===== config.mk =====
export PLATFORM = sky130hd
export DESIGN_NAME = tport_wr_engine
export DESIGN_NICKNAME = d
export VERILOG_FILES = /design/src/rtl/tport_pkg.sv /design/src/rtl/tport_timer.sv /design/src/rtl/tport_capture.sv /design/src/rtl/tport_seq.sv /design/src/rtl/tport_wr_engine.sv
export SDC_FILE = /design/constraint.sdc
export NUM_CORES = 1
export LEC_CHECK = 0
export ABC_CLOCK_PERIOD_IN_PS = 2300
export CAP_MARGIN = 25
export CORE_MARGIN = 4
export CORE_UTILIZATION = 25
export DETAILED_ROUTE_END_ITERATION = 8
export DONT_BUFFER_PORTS = 1
export HOLD_SLACK_MARGIN = 0.02
export MAX_ROUTING_LAYER = met4
export PLACE_DENSITY_LB_ADDON = 0.25
export SLEW_MARGIN = 20
export SYNTH_ARGS = -nofsm -noshare
export SYNTH_HDL_FRONTEND = slang
export SYNTH_SLANG_ARGS = --single-unit
export TNS_END_PERCENT = 100

===== constraint.sdc =====
create_clock -name clk -period 2.3 [get_ports clk]
set_clock_uncertainty 0.2 [all_clocks]
set_input_delay 0.46 -clock clk [delete_from_list [all_inputs] [get_ports clk]]
set_output_delay 0.46 -clock clk [all_outputs]
set_load 0.03 [all_outputs]

===== src/rtl/tport_pkg.sv =====
package tport_pkg;
  typedef enum logic [2:0] {
    ST_IDLE,
    ST_ASET,
    ST_AHI,
    ST_ALO,
    ST_DSET,
    ST_DHI,
    ST_DLO
  } tp_state_e;
endpackage


===== src/rtl/tport_timer.sv =====
module tport_timer #(
  parameter int CW = 8
) (
  input  logic          clk,
  input  logic          rst_n,
  input  logic          load_i,
  input  logic [CW-1:0] len_i,
  output logic          expire_o
);
  logic [CW-1:0] cnt_q, cnt_d;

  always_comb begin
    cnt_d = cnt_q;
    if (load_i)              cnt_d = len_i - CW'(1);
    else if (cnt_q != '0)    cnt_d = cnt_q - CW'(1);
  end

  always_ff @(posedge clk or negedge rst_n) begin
    if (!rst_n) cnt_q <= '0;
    else        cnt_q <= cnt_d;
  end

  assign expire_o = (cnt_q == '0);

  // a zero-length level would underflow the counter
  assert_len_nonzero_R5: assert property (@(posedge clk) disable iff (!rst_n)
    load_i |-> (len_i != '0));
endmodule


===== src/rtl/tport_capture.sv =====
module tport_capture #(
  parameter int DW = 8
) (
  input  logic          clk,
  input  logic          rst_n,
  input  logic          take_i,
  input  logic [DW-1:0] dout_i,
  output logic [DW-1:0] rd_data_o,
  output logic          done_o
);
  logic [DW-1:0] rd_q;
  logic          done_q;

  always_ff @(posedge clk or negedge rst_n) begin
    if (!rst_n) begin
      rd_q   <= '0;
      done_q <= 1'b0;
    end else begin
      done_q <= take_i;
      if (take_i) rd_q <= dout_i;
    end
  end

  assign rd_data_o = rd_q;
  assign done_o    = done_q;

  assert_done_single_R6: assert property (@(posedge clk) disable iff (!rst_n)
    done_q |=> !done_q);
endmodule


===== src/rtl/tport_seq.sv =====
module tport_seq
  import tport_pkg::*;
#(
  parameter int DW = 8,
  parameter int CW = 8
) (
  input  logic          clk,
  input  logic          rst_n,
  input  logic          cmd_valid_i,
  input  logic [DW-1:0] cmd_code_i,
  input  logic [DW-1:0] cmd_value_i,
  input  logic [CW-1:0] half_i,
  input  logic          clear_req_i,
  input  logic          expire_i,
  output logic          load_o,
  output logic [CW-1:0] len_o,
  output logic          take_o,
  output logic          busy_o,
  output logic          overrun_o,
  output logic          strobe_o,
  output logic          sel_o,
  output logic          clr_o,
  output logic [DW-1:0] din_o
);
  tp_state_e     st_q, st_d;
  logic          sel_q, sel_d;
  logic          clr_q, clr_d;
  logic          ovr_q, ovr_d;
  logic          strb_q, strb_d;
  logic [DW-1:0] din_q, din_d;
  logic [DW-1:0] val_q, val_d;
  logic [CW-1:0] len_q, len_d;

  always_comb begin
    st_d   = st_q;
    sel_d  = sel_q;
    clr_d  = clr_q;
    ovr_d  = ovr_q;
    din_d  = din_q;
    val_d  = val_q;
    len_d  = len_q;
    load_o = 1'b0;
    take_o = 1'b0;
    unique case (st_q)
      ST_IDLE: begin
        if (cmd_valid_i) begin
          st_d  = ST_ASET;
          sel_d = 1'b1;
          din_d = cmd_code_i;
          val_d = cmd_value_i;
          len_d = (half_i == '0) ? CW'(1) : half_i;
          clr_d = 1'b0;
        end else if (clear_req_i) begin
          clr_d = 1'b1;
        end
      end
      ST_ASET: begin
        st_d   = ST_AHI;
        load_o = 1'b1;
      end
      ST_AHI: begin
        if (expire_i) begin
          st_d   = ST_ALO;
          load_o = 1'b1;
        end
      end
      ST_ALO: begin
        if (expire_i) begin
          st_d  = ST_DSET;
          sel_d = 1'b0;
          din_d = val_q;
        end
      end
      ST_DSET: begin
        st_d   = ST_DHI;
        load_o = 1'b1;
      end
      ST_DHI: begin
        if (expire_i) begin
          st_d   = ST_DLO;
          load_o = 1'b1;
        end
      end
      ST_DLO: begin
        if (expire_i) begin
          st_d   = ST_IDLE;
          take_o = 1'b1;
        end
      end
      default: st_d = ST_IDLE;
    endcase
    if ((st_q != ST_IDLE) && cmd_valid_i) ovr_d = 1'b1;
    strb_d = (st_d == ST_AHI) || (st_d == ST_DHI);
  end

  always_ff @(posedge clk or negedge rst_n) begin
    if (!rst_n) begin
      st_q   <= ST_IDLE;
      sel_q  <= 1'b0;
      clr_q  <= 1'b1;
      ovr_q  <= 1'b0;
      strb_q <= 1'b0;
      din_q  <= '0;
      val_q  <= '0;
      len_q  <= CW'(1);
    end else begin
      st_q   <= st_d;
      sel_q  <= sel_d;
      clr_q  <= clr_d;
      ovr_q  <= ovr_d;
      strb_q <= strb_d;
      din_q  <= din_d;
      val_q  <= val_d;
      len_q  <= len_d;
    end
  end

  assign len_o     = len_q;
  assign busy_o    = (st_q != ST_IDLE);
  assign overrun_o = ovr_q;
  assign strobe_o  = strb_q;
  assign sel_o     = sel_q;
  assign clr_o     = clr_q;
  assign din_o     = din_q;

  assert_setup_stable_R9: assert property (@(posedge clk) disable iff (!rst_n)
    $rose(strb_q) |-> ($stable(sel_q) && $stable(din_q)));
  assert_hold_stable_R9: assert property (@(posedge clk) disable iff (!rst_n)
    $fell(strb_q) |-> ($stable(sel_q) && $stable(din_q)));
  assert_clr_low_strobing_R8: assert property (@(posedge clk) disable iff (!rst_n)
    strb_q |-> !clr_q);
  assert_overrun_sticky_R7: assert property (@(posedge clk) disable iff (!rst_n)
    ovr_q |=> ovr_q);
  assert_idle_quiet_R2: assert property (@(posedge clk) disable iff (!rst_n)
    !busy_o |-> !strb_q);
endmodule


===== src/rtl/tport_wr_engine.sv =====
module tport_wr_engine #(
  parameter int DW = 8,
  parameter int CW = 8
) (
  input  logic          clk,
  input  logic          rst_n,
  input  logic          cmd_valid,
  input  logic [DW-1:0] cmd_code,
  input  logic [DW-1:0] cmd_value,
  input  logic [CW-1:0] half_period,
  input  logic          clear_req,
  output logic          busy,
  output logic          done,
  output logic          overrun,
  output logic [DW-1:0] rd_data,
  output logic          tp_strobe,
  output logic          tp_sel,
  output logic          tp_clr,
  output logic [DW-1:0] tp_din,
  input  logic [DW-1:0] tp_dout
);
  logic          load_w, expire_w, take_w;
  logic [CW-1:0] len_w;

  tport_seq #(.DW(DW), .CW(CW)) u_seq (
    .clk(clk), .rst_n(rst_n),
    .cmd_valid_i(cmd_valid), .cmd_code_i(cmd_code), .cmd_value_i(cmd_value),
    .half_i(half_period), .clear_req_i(clear_req), .expire_i(expire_w),
    .load_o(load_w), .len_o(len_w), .take_o(take_w),
    .busy_o(busy), .overrun_o(overrun),
    .strobe_o(tp_strobe), .sel_o(tp_sel), .clr_o(tp_clr), .din_o(tp_din)
  );

  tport_timer #(.CW(CW)) u_tmr (
    .clk(clk), .rst_n(rst_n),
    .load_i(load_w), .len_i(len_w), .expire_o(expire_w)
  );

  tport_capture #(.DW(DW)) u_cap (
    .clk(clk), .rst_n(rst_n),
    .take_i(take_w), .dout_i(tp_dout),
    .rd_data_o(rd_data), .done_o(done)
  );

  assert_done_not_busy_R6: assert property (@(posedge clk) disable iff (!rst_n)
    done |-> !busy);
endmodule


==> results.json, run 1 <==
{
  "p_leak_nw": 1.17,
  "fillCellCount": 909,
  "multi_input_area_um2": 1060,
  "die_area_um2": 10700,
  "grt_use_total": 0.102,
  "path_delay_family": "simple AND/OR/NAND/NOR gates",
  "wl_met3_um": 328,
  "cts_htree_levels": 2,
  "viasPerCell": 4.78,
  "path_clk_slew_ns": 0.09,
  "routed_wl_mm": 4.99,
  "dr.pass1.iters": 6,
  "ys_async_sr_fraction": 1.00,
  "cp.required_ns": 2.28,
  "synth-edff-count": 0,
  "ys_seq_area_frac": 0.527,
  "synth.most_common_cell": "dfrtp_1",
  "irDropWorstVdd_v": 0.000419,
  "setup_viol": 0,
  "die_w_um": 104,
  "syn_inst": 198,
  "yosysWarnings": 0,
  "diodes": 0,
  "regArea_um2": 1200,
  "start_kind": "flop",
  "num_vias": 1562,
  "first_global_vias": 1681,
  "layout-drive-gt1-share": 0.292,
  "power_density_nw_per_um2": 1280,
  "clock_sinks": 48,
  "numCtsBuffers": 5,
  "fmax_mhz": 444,
  "clk_latency_ns": 0.29,
  "path_buf_inv": 0,
  "port_buffers": 0,
  "grt_start_max_net_pins": 49,
  "min_path_type": "input pin to flop",
  "syn_nets": 235,
  "timing.final.max_slew_violations": 0,
  "grt_pass1_wl_mm": 8.60,
  "finalHoldViolCount": 0,
  "top_layer": "met4",
  "cp-end-kind": "flop",
  "layoutNonFillerInstCount": 327,
  "tightest_slew_ns": 0.663,
  "min_period_ns": 2.25,
  "die_h_um": 104,
  "synth_top_area_cell": "dfrtp_1",
  "wl_per_cell_um": 15.3,
  "critical_path.cell_chain": "nor4_4 > and3_4 > a21oi_4 > mux2i_1 > ha_2 > nor3b_4 > a21boi_1 > a31oi_1 > a21oi_1",
  "wl_met1_mm": 2.29,
  "synth_area_um2": 2280,
  "synth.top_cell.area_share": 0.504,
  "wl_met2_mm": 2.29,
  "dp.cells": 314,
  "hold_ws_ns": 0.0776,
  "syn_area_per_cell_um2": 11.5,
  "critical_path_class": "flop to flop",
  "grt_overflow": 0,
  "run_status": "finished clean",
  "synth_common_cells": "dfrtp_1, mux2_2, o21ai_0",
  "critPathMaxFanout": 5,
  "root_buffer": "clkbuf_8",
  "postLayoutCoreUtil": 0.307,
  "clk_path_buf_depth": 2,
  "power_mw": 3.47,
  "drt_iter0_drc": 66,
  "grt_setup_unrepaired": "yes",
  "nets": 255,
  "maxSlewHeadroom": 0.557,
  "core_um2": 8810,
  "critPathMaxStageDelay_ns": 0.45,
  "cp_slowest_cell": "dfrtp_2",
  "num_rows": 34,
  "ant_nets": 0,
  "fin_crit_sh": 0.980,
  "synth_area_leaders": "dfrtp_1, mux2_2, mux2i_1",
  "area_delta_synth_final_pct": 18.5,
  "gp_congestion": 0.841,
  "drc": 0,
  "drv_cap": 0,
  "yosysUniqueCellTypes": 44,
  "synth_seq_cells": 48,
  "initial_core_util": 0.259,
  "ys.flop_type": "dfrtp_1",
  "worstPathArrival_ns": 2.23,
  "cts_tree": "yes",
  "post-dp-hpwl_mm": 3.68,
  "ios": 58,
  "antenna_found_initial": 0
}
## routing by layer
metal | global-route usage | up-vias
met2 | 0.150 | 49
met5 | - | -
met4 | 0.0418 | 0
met1 | 0.129 | 751
met3 | 0.0336 | 5
li1 | - | 757
## timing repair
item,in CTS,in global routing
endpoints found under the setup margin,0,13
endpoints found under the hold margin,48,0
hold buffers,2,0
resized for setup,0,6
setup buffers,0,3
## stage by stage
stage	worst slack (ns)	cell area (um^2)	TNS [ns]
after CTS	0.00893	2660	0
after floorplan	-0.178	2310	-0.178
after global routing	-0.107	2710	-0.227
after detailed placement	0.0297	2530	0
after global placement	0.0407	2530	0
final	0.0470	2710	0
## logic make-up after synthesis
kind of cell	after synthesis	share of synthesized area
compound gates	42	0.118
xor+xnor	5	0.0192
simple gates	52	0.123
fa+ha+maj	1	0.00548
flops	48	0.527
mux	38	0.179
buf+inv	12	0.0274
## worst reg2reg max path, stage by stage (launching register included)
cell,delay [ns]
dfrtp_2,0.45
nor4_4,0.29
and3_4,0.24
a21oi_4,0.07
mux2i_1,0.17
ha_2,0.22
nor3b_4,0.19
a21boi_1,0.09
a31oi_1,0.14
a21oi_1,0.08
## power by group
group / internal (mW) / total [mW] / switching [mW]
logic: 0.703 / 1.32 / 0.614
clock network: 0.246 / 0.514 / 0.269
registers: 1.18 / 1.64 / 0.459
total: 2.13 / 3.47 / 1.34
## layout make-up
class                   instances  share of cell area
clock buffers                   8              0.0333
inverters                       3             0.00416
multi-input cells             138               0.393
flip-flops and latches         48               0.445
well taps                     108              0.0500
repair buffers                 22              0.0740
## cells in the final DEF, fill, tap and decap left out, types with 3 or more instances in the layout
master and count:
dfrtp_1 45, mux2_2 23, buf_4 19, o21ai_0 17, nand2_1 15, mux2i_1 15, nor2_1 11, a21oi_1 8
nor3_1 6, clkbuf_8 6, xor2_1 3, o32a_1 3
## sequential cells by signal, indices dropped and copies added (netlist names)
signal / cells
u_seq.overrun_o: 1
u_seq.strobe_o: 1
u_seq.clr_o: 1
u_seq.sel_o: 1
u_seq.len_o: 8
u_cap.rd_data_o: 8
u_seq.din_o: 8
u_tmr.cnt_q: 8
u_seq.st_q: 3
u_cap.done_o: 1
u_seq.val_q: 8
## path summary, 6_finish.rpt
path / from / endpoint / slack [ns] / cells after the start
worst max-delay path: u_tmr.cnt_q[7] / u_tmr.cnt_q[6] / 0.05 / 9
worst min-delay path: cmd_valid / u_seq.overrun_o / 0.08 / 1
worst max register to register: u_tmr.cnt_q[7] / u_tmr.cnt_q[6] / 0.05 / 9
worst min register to register: u_seq.val_q[2] / u_seq.val_q[2] / 0.31 / 1
max in group asynchronous: rst_n / u_seq.clr_o / 1.15 / 2
min in group asynchronous: rst_n / u_seq.len_o[7] / 0.46 / 2
Power figures use the tool's default switching activity.
==> run 2: changes to the inputs <==
--- a/config.mk
+++ b/config.mk
@@ -7,6 +7,8 @@
 export LEC_CHECK = 0
 export ABC_CLOCK_PERIOD_IN_PS = 2300
 export CAP_MARGIN = 25
+export CELL_PAD_IN_SITES_DETAIL_PLACEMENT = 1
+export CELL_PAD_IN_SITES_GLOBAL_PLACEMENT = 2
 export CORE_MARGIN = 4
 export CORE_UTILIZATION = 25
 export DETAILED_ROUTE_END_ITERATION = 8
@@ -14,6 +16,7 @@
 export HOLD_SLACK_MARGIN = 0.02
 export MAX_ROUTING_LAYER = met4
 export PLACE_DENSITY_LB_ADDON = 0.25
+export SKIP_CTS_REPAIR_TIMING = 1
 export SLEW_MARGIN = 20
 export SYNTH_ARGS = -nofsm -noshare
 export SYNTH_HDL_FRONTEND = slang
==> results.json, run 2 (synthesis results as in run 1) <==
{
  "run_status": "finished clean",
  "grt_start_max_net_pins": 49,
  "dr.pass1.iters": 3,
  "path_buf_inv": 0,
  "area_delta_synth_final_pct": 21.8,
  "post-dp-hpwl_mm": 3.94,
  "layout_common_cells": "dfrtp_1, mux2_2, buf_4",
  "core_um2": 8810,
  "gp_congestion": 0.777,
  "clk_latency_ns": 0.30,
  "cts_tree": "yes",
  "root_buffer": "clkbuf_8",
  "pre_cts_ws_ns": -0.0399,
  "maxSlewHeadroom": 0.638,
  "tightest_slew_ns": 0.542,
  "wl_per_cell_um": 16.5,
  "viasPerCell": 4.82,
  "grt_use_total": 0.107,
  "drv_cap": 0,
  "path_delay_family": "simple AND/OR/NAND/NOR gates",
  "clk_path_buf_depth": 2,
  "grt_overflow": 0,
  "power_density_nw_per_um2": 1350,
  "critPathMaxStageDelay_ns": 0.45,
  "hold_ws_ns": 0.0752,
  "clock_sinks": 48,
  "grt_pass1_wl_mm": 9.03,
  "cp_slowest_cell": "dfrtp_2",
  "critical_path.cell_chain": "nor4_4 > and3_4 > a21oi_4 > mux2i_1 > ha_2 > nor3b_4 > a21boi_1 > a31oi_1 > a21oi_1",
  "die_area_um2": 10700,
  "finalHoldViolCount": 0,
  "cp.required_ns": 2.30,
  "final_common_cell": "dfrtp_1",
  "final.setup.worst_slack_ns": 0.0124,
  "die_h_um": 104,
  "fmax_mhz": 437,
  "worstPathArrival_ns": 2.28,
  "numCtsBuffers": 5,
  "ios": 58,
  "nets": 257,
  "min_path_type": "input pin to flop",
  "path_clk_slew_ns": 0.10,
  "first_global_vias": 1739,
  "start_kind": "flop",
  "initial_core_util": 0.259,
  "p_leak_nw": 1.20,
  "ant_nets": 0,
  "cp-end-kind": "flop",
  "irDropWorstVdd_v": 0.000432,
  "critPathMaxFanout": 5,
  "layout-drive-gt1-share": 0.312,
  "antenna_found_initial": 0,
  "diodes": 0,
  "timing.final.max_slew_violations": 0,
  "drt_iter0_drc": 32,
  "drc": 0,
  "min_period_ns": 2.29,
  "cts_htree_levels": 2,
  "num_vias": 1587,
  "critical_path_class": "flop to flop",
  "port_buffers": 0,
  "die_w_um": 104,
  "fin_crit_sh": 0.995,
  "grt_setup_unrepaired": "yes",
  "routed_wl_mm": 5.42,
  "setup_viol": 0,
  "num_rows": 34
}
## run 2: per-layer routing
layer,GRT usage,vias to the layer above,wire (um)
met5,-,-,0
met4,0.0285,0,55
met3,0.0286,6,223
met2,0.175,35,2690
met1,0.132,788,2460
li1,-,758,-
## run 2: worst paths after layout
| path | slack (ns) | endpoint | from | cells after the start |
|---|---|---|---|---|
| min reg2reg | 0.31 | u_seq.val_q[3] | u_seq.val_q[3] | 1 |
| min in group asynchronous | 0.44 | u_tmr.cnt_q[3] | rst_n | 2 |
| max reg2reg | 0.01 | u_tmr.cnt_q[6] | u_tmr.cnt_q[7] | 9 |
| max | 0.01 | u_tmr.cnt_q[6] | u_tmr.cnt_q[7] | 9 |
| max in group asynchronous | 1.15 | u_seq.clr_o | rst_n | 2 |
| min | 0.08 | u_seq.overrun_o | cmd_valid | 1 |
## run 2: stage by stage
stage | instance area (um^2) | TNS (ns) | total power [mW] | util | cells
3_3_place_gp | 2550 | 0 | 2.94 | 0.290 | 316
6_report | 2780 | 0 | 3.77 | 0.316 | 329
3_5_place_dp | 2550 | -0.106 | 2.97 | 0.290 | 316
2_1_floorplan | 2310 | -0.178 | 2.51 | - | 198
5_1_grt | 2780 | -1.13 | 4.07 | 0.316 | 329
4_1_cts | 2690 | -0.394 | 3.74 | 0.306 | 324
## run 2: power by group
| part | leakage, nW | internal, mW | switching (mW) |
|---|---|---|---|
| clock | 0.0687 | 0.438 | 0.303 |
| combinational | 0.548 | 0.736 | 0.662 |
| sequential | 0.582 | 1.18 | 0.446 |
| total | 1.20 | 2.36 | 1.41 |
## run 2: area by class of cell
type	instances	area [um^2]
inverters	3	11.3
repair buffers	24	228
multi-input cells	138	1060
flip-flops and latches	48	1210
clock buffers	5	68.8
clock inverters	3	68.8
fillers	988	6020
well taps	108	135
==> run 3: changes to the inputs <==
--- a/config.mk
+++ b/config.mk
@@ -10,7 +10,7 @@
 export CELL_PAD_IN_SITES_DETAIL_PLACEMENT = 1
 export CELL_PAD_IN_SITES_GLOBAL_PLACEMENT = 2
 export CORE_MARGIN = 4
-export CORE_UTILIZATION = 25
+export CORE_UTILIZATION = 26
 export DETAILED_ROUTE_END_ITERATION = 8
 export DONT_BUFFER_PORTS = 1
 export HOLD_SLACK_MARGIN = 0.02
==> constraint.sdc (replaced) <==
create_clock -name clk -period 2.3 [get_ports clk]
set_clock_uncertainty 0.2 [all_clocks]
set_input_delay 0.575 -clock clk [delete_from_list [all_inputs] [get_ports clk]]
set_output_delay 0.575 -clock clk [all_outputs]
set_load 0.03 [all_outputs]
==> results.json, run 3 (synthesis results as in run 1) <==
{
  "final.setup.worst_slack_ns": -0.00383,
  "initial_core_util": 0.272,
  "grt_use_total": 0.117,
  "die_w_um": 102,
  "num_vias": 1607,
  "ios": 58,
  "finalHoldViolCount": 0,
  "clock_sinks": 48,
  "p_sw_mw": 1.44,
  "port_buffers": 0,
  "cp.required_ns": 2.30,
  "irDropWorstVdd_v": 0.000428,
  "run_status": "finished, violations left",
  "layout-drive-gt1-share": 0.317,
  "grt_pass1_wl_mm": 9.06,
  "drv_cap": 0,
  "power_density_nw_per_um2": 1340,
  "power.share.switching": 0.391,
  "tightest_slew_ns": 0.520,
  "nets": 257,
  "post-dp-hpwl_mm": 4.15,
  "grt_setup_unrepaired": "yes",
  "final_common_cell": "dfrtp_1",
  "core_um2": 8380,
  "path_clk_slew_ns": 0.09,
  "layoutNonFillerInstCount": 326,
  "fin_crit_sh": 1.00,
  "layout_common_cells": "dfrtp_1, mux2_2, buf_4",
  "dp.cells": 312,
  "first_global_vias": 1753,
  "maxSlewHeadroom": 0.652,
  "worstPathArrival_ns": 2.30,
  "internal_power_mw": 2.24,
  "critPathMaxFanout": 4,
  "drc": 0,
  "diodes": 0,
  "p_clk_frac": 0.174,
  "grt_start_max_net_pins": 49,
  "die_area_um2": 10300,
  "start_kind": "flop",
  "fmax_mhz": 434,
  "hold_ws_ns": 0.180,
  "power_mw": 3.69,
  "root_buffer": "clkbuf_8",
  "viasPerCell": 4.93,
  "setup_viol": 1,
  "critical_path_class": "flop to flop",
  "clk_latency_ns": 0.31,
  "cts_htree_levels": 2,
  "numCtsBuffers": 5,
  "failed_checks": "negative setup slack",
  "ant_nets": 0,
  "dr.pass1.iters": 4,
  "num_rows": 33,
  "timing.final.max_slew_violations": 0,
  "die_h_um": 102,
  "p_leak_nw": 1.19,
  "design_area_um2": 2760,
  "cp-end-kind": "flop",
  "area_delta_synth_final_pct": 20.9,
  "gp_congestion": 0.754,
  "clk_path_buf_depth": 2,
  "wl_per_cell_um": 17.1,
  "antenna_found_initial": 0,
  "drt_iter0_drc": 55,
  "pwr-share-comb": 0.381,
  "min_period_ns": 2.30,
  "routed_wl_mm": 5.56,
  "min_path_type": "input pin to flop",
  "postLayoutCoreUtil": 0.329,
  "p_seq_frac": 0.445,
  "grt_overflow": 0,
  "postPlaceCellArea_um2": 2540,
  "cts_tree": "yes"
}
run 3: metal layers:
| metal | vias to the layer above | part of all wire | routed length [um] | global-route usage |
|---|---|---|---|---|
| met4 | 0 | 0.010 | 58 | 0.0307 |
| li1 | 758 | - | - | - |
| met1 | 803 | 0.43 | 2420 | 0.143 |
| met2 | 38 | 0.50 | 2800 | 0.189 |
| met5 | - | 0 | 0 | - |
| met3 | 8 | 0.051 | 286 | 0.0337 |
run 3: power by group through the flow:
| stage | logic [mW] | clock network (mW) | registers [mW] |
|---|---|---|---|
| after floorplan | 0.942 | 0 | 1.57 |
| after global placement | 1.29 | 0 | 1.65 |
| after detailed placement | 1.31 | 0 | 1.66 |
| after CTS | 1.32 | 0.666 | 1.64 |
| after global routing | 1.58 | 0.706 | 1.69 |
| final | 1.40 | 0.641 | 1.64 |
run 3: worst max-delay path, stage by stage (launching register included):
cell and delay [ns]:
dfrtp_2 0.45, nor4_4 0.32, and3_4 0.25, a21oi_4 0.07, mux2i_1 0.17, ha_2 0.22, nor3b_4 0.20, a21boi_1 0.10
a31oi_1 0.15, a21oi_1 0.08
run 3: area by class of cell:
class,instances,area (um^2)
clock buffers,5,68.8
clock inverters,3,46.3
fillers,929,5620
inverters,3,11.3
multi-input cells,138,1070
flip-flops and latches,48,1200
well taps,105,131
repair buffers,24,228
run 3: per-stage QoR:
stage / setup slack, ns / TNS (ns)
6_report: -0.00383 / -0.00383
3_3_place_gp: 0.00744 / 0
5_1_grt: -0.194 / -0.339
3_5_place_dp: -0.0860 / -0.0860
2_1_floorplan: -0.178 / -0.178
4_1_cts: -0.0999 / -0.0999
run 3: worst paths after layout:
path / startpoint / to / slack, ns / depth (start not counted)
worst max-delay path: u_tmr.cnt_q[7] / u_tmr.cnt_q[6] / -0.004 / 9
max in group asynchronous: rst_n / u_seq.clr_o / 1.05 / 2
worst min register to register: u_seq.val_q[5] / u_seq.val_q[5] / 0.31 / 1
worst min-delay path: cmd_valid / u_seq.overrun_o / 0.18 / 1
min in group asynchronous: rst_n / u_tmr.cnt_q[2] / 0.56 / 2
worst max register to register: u_tmr.cnt_q[7] / u_tmr.cnt_q[6] / -0.004 / 9
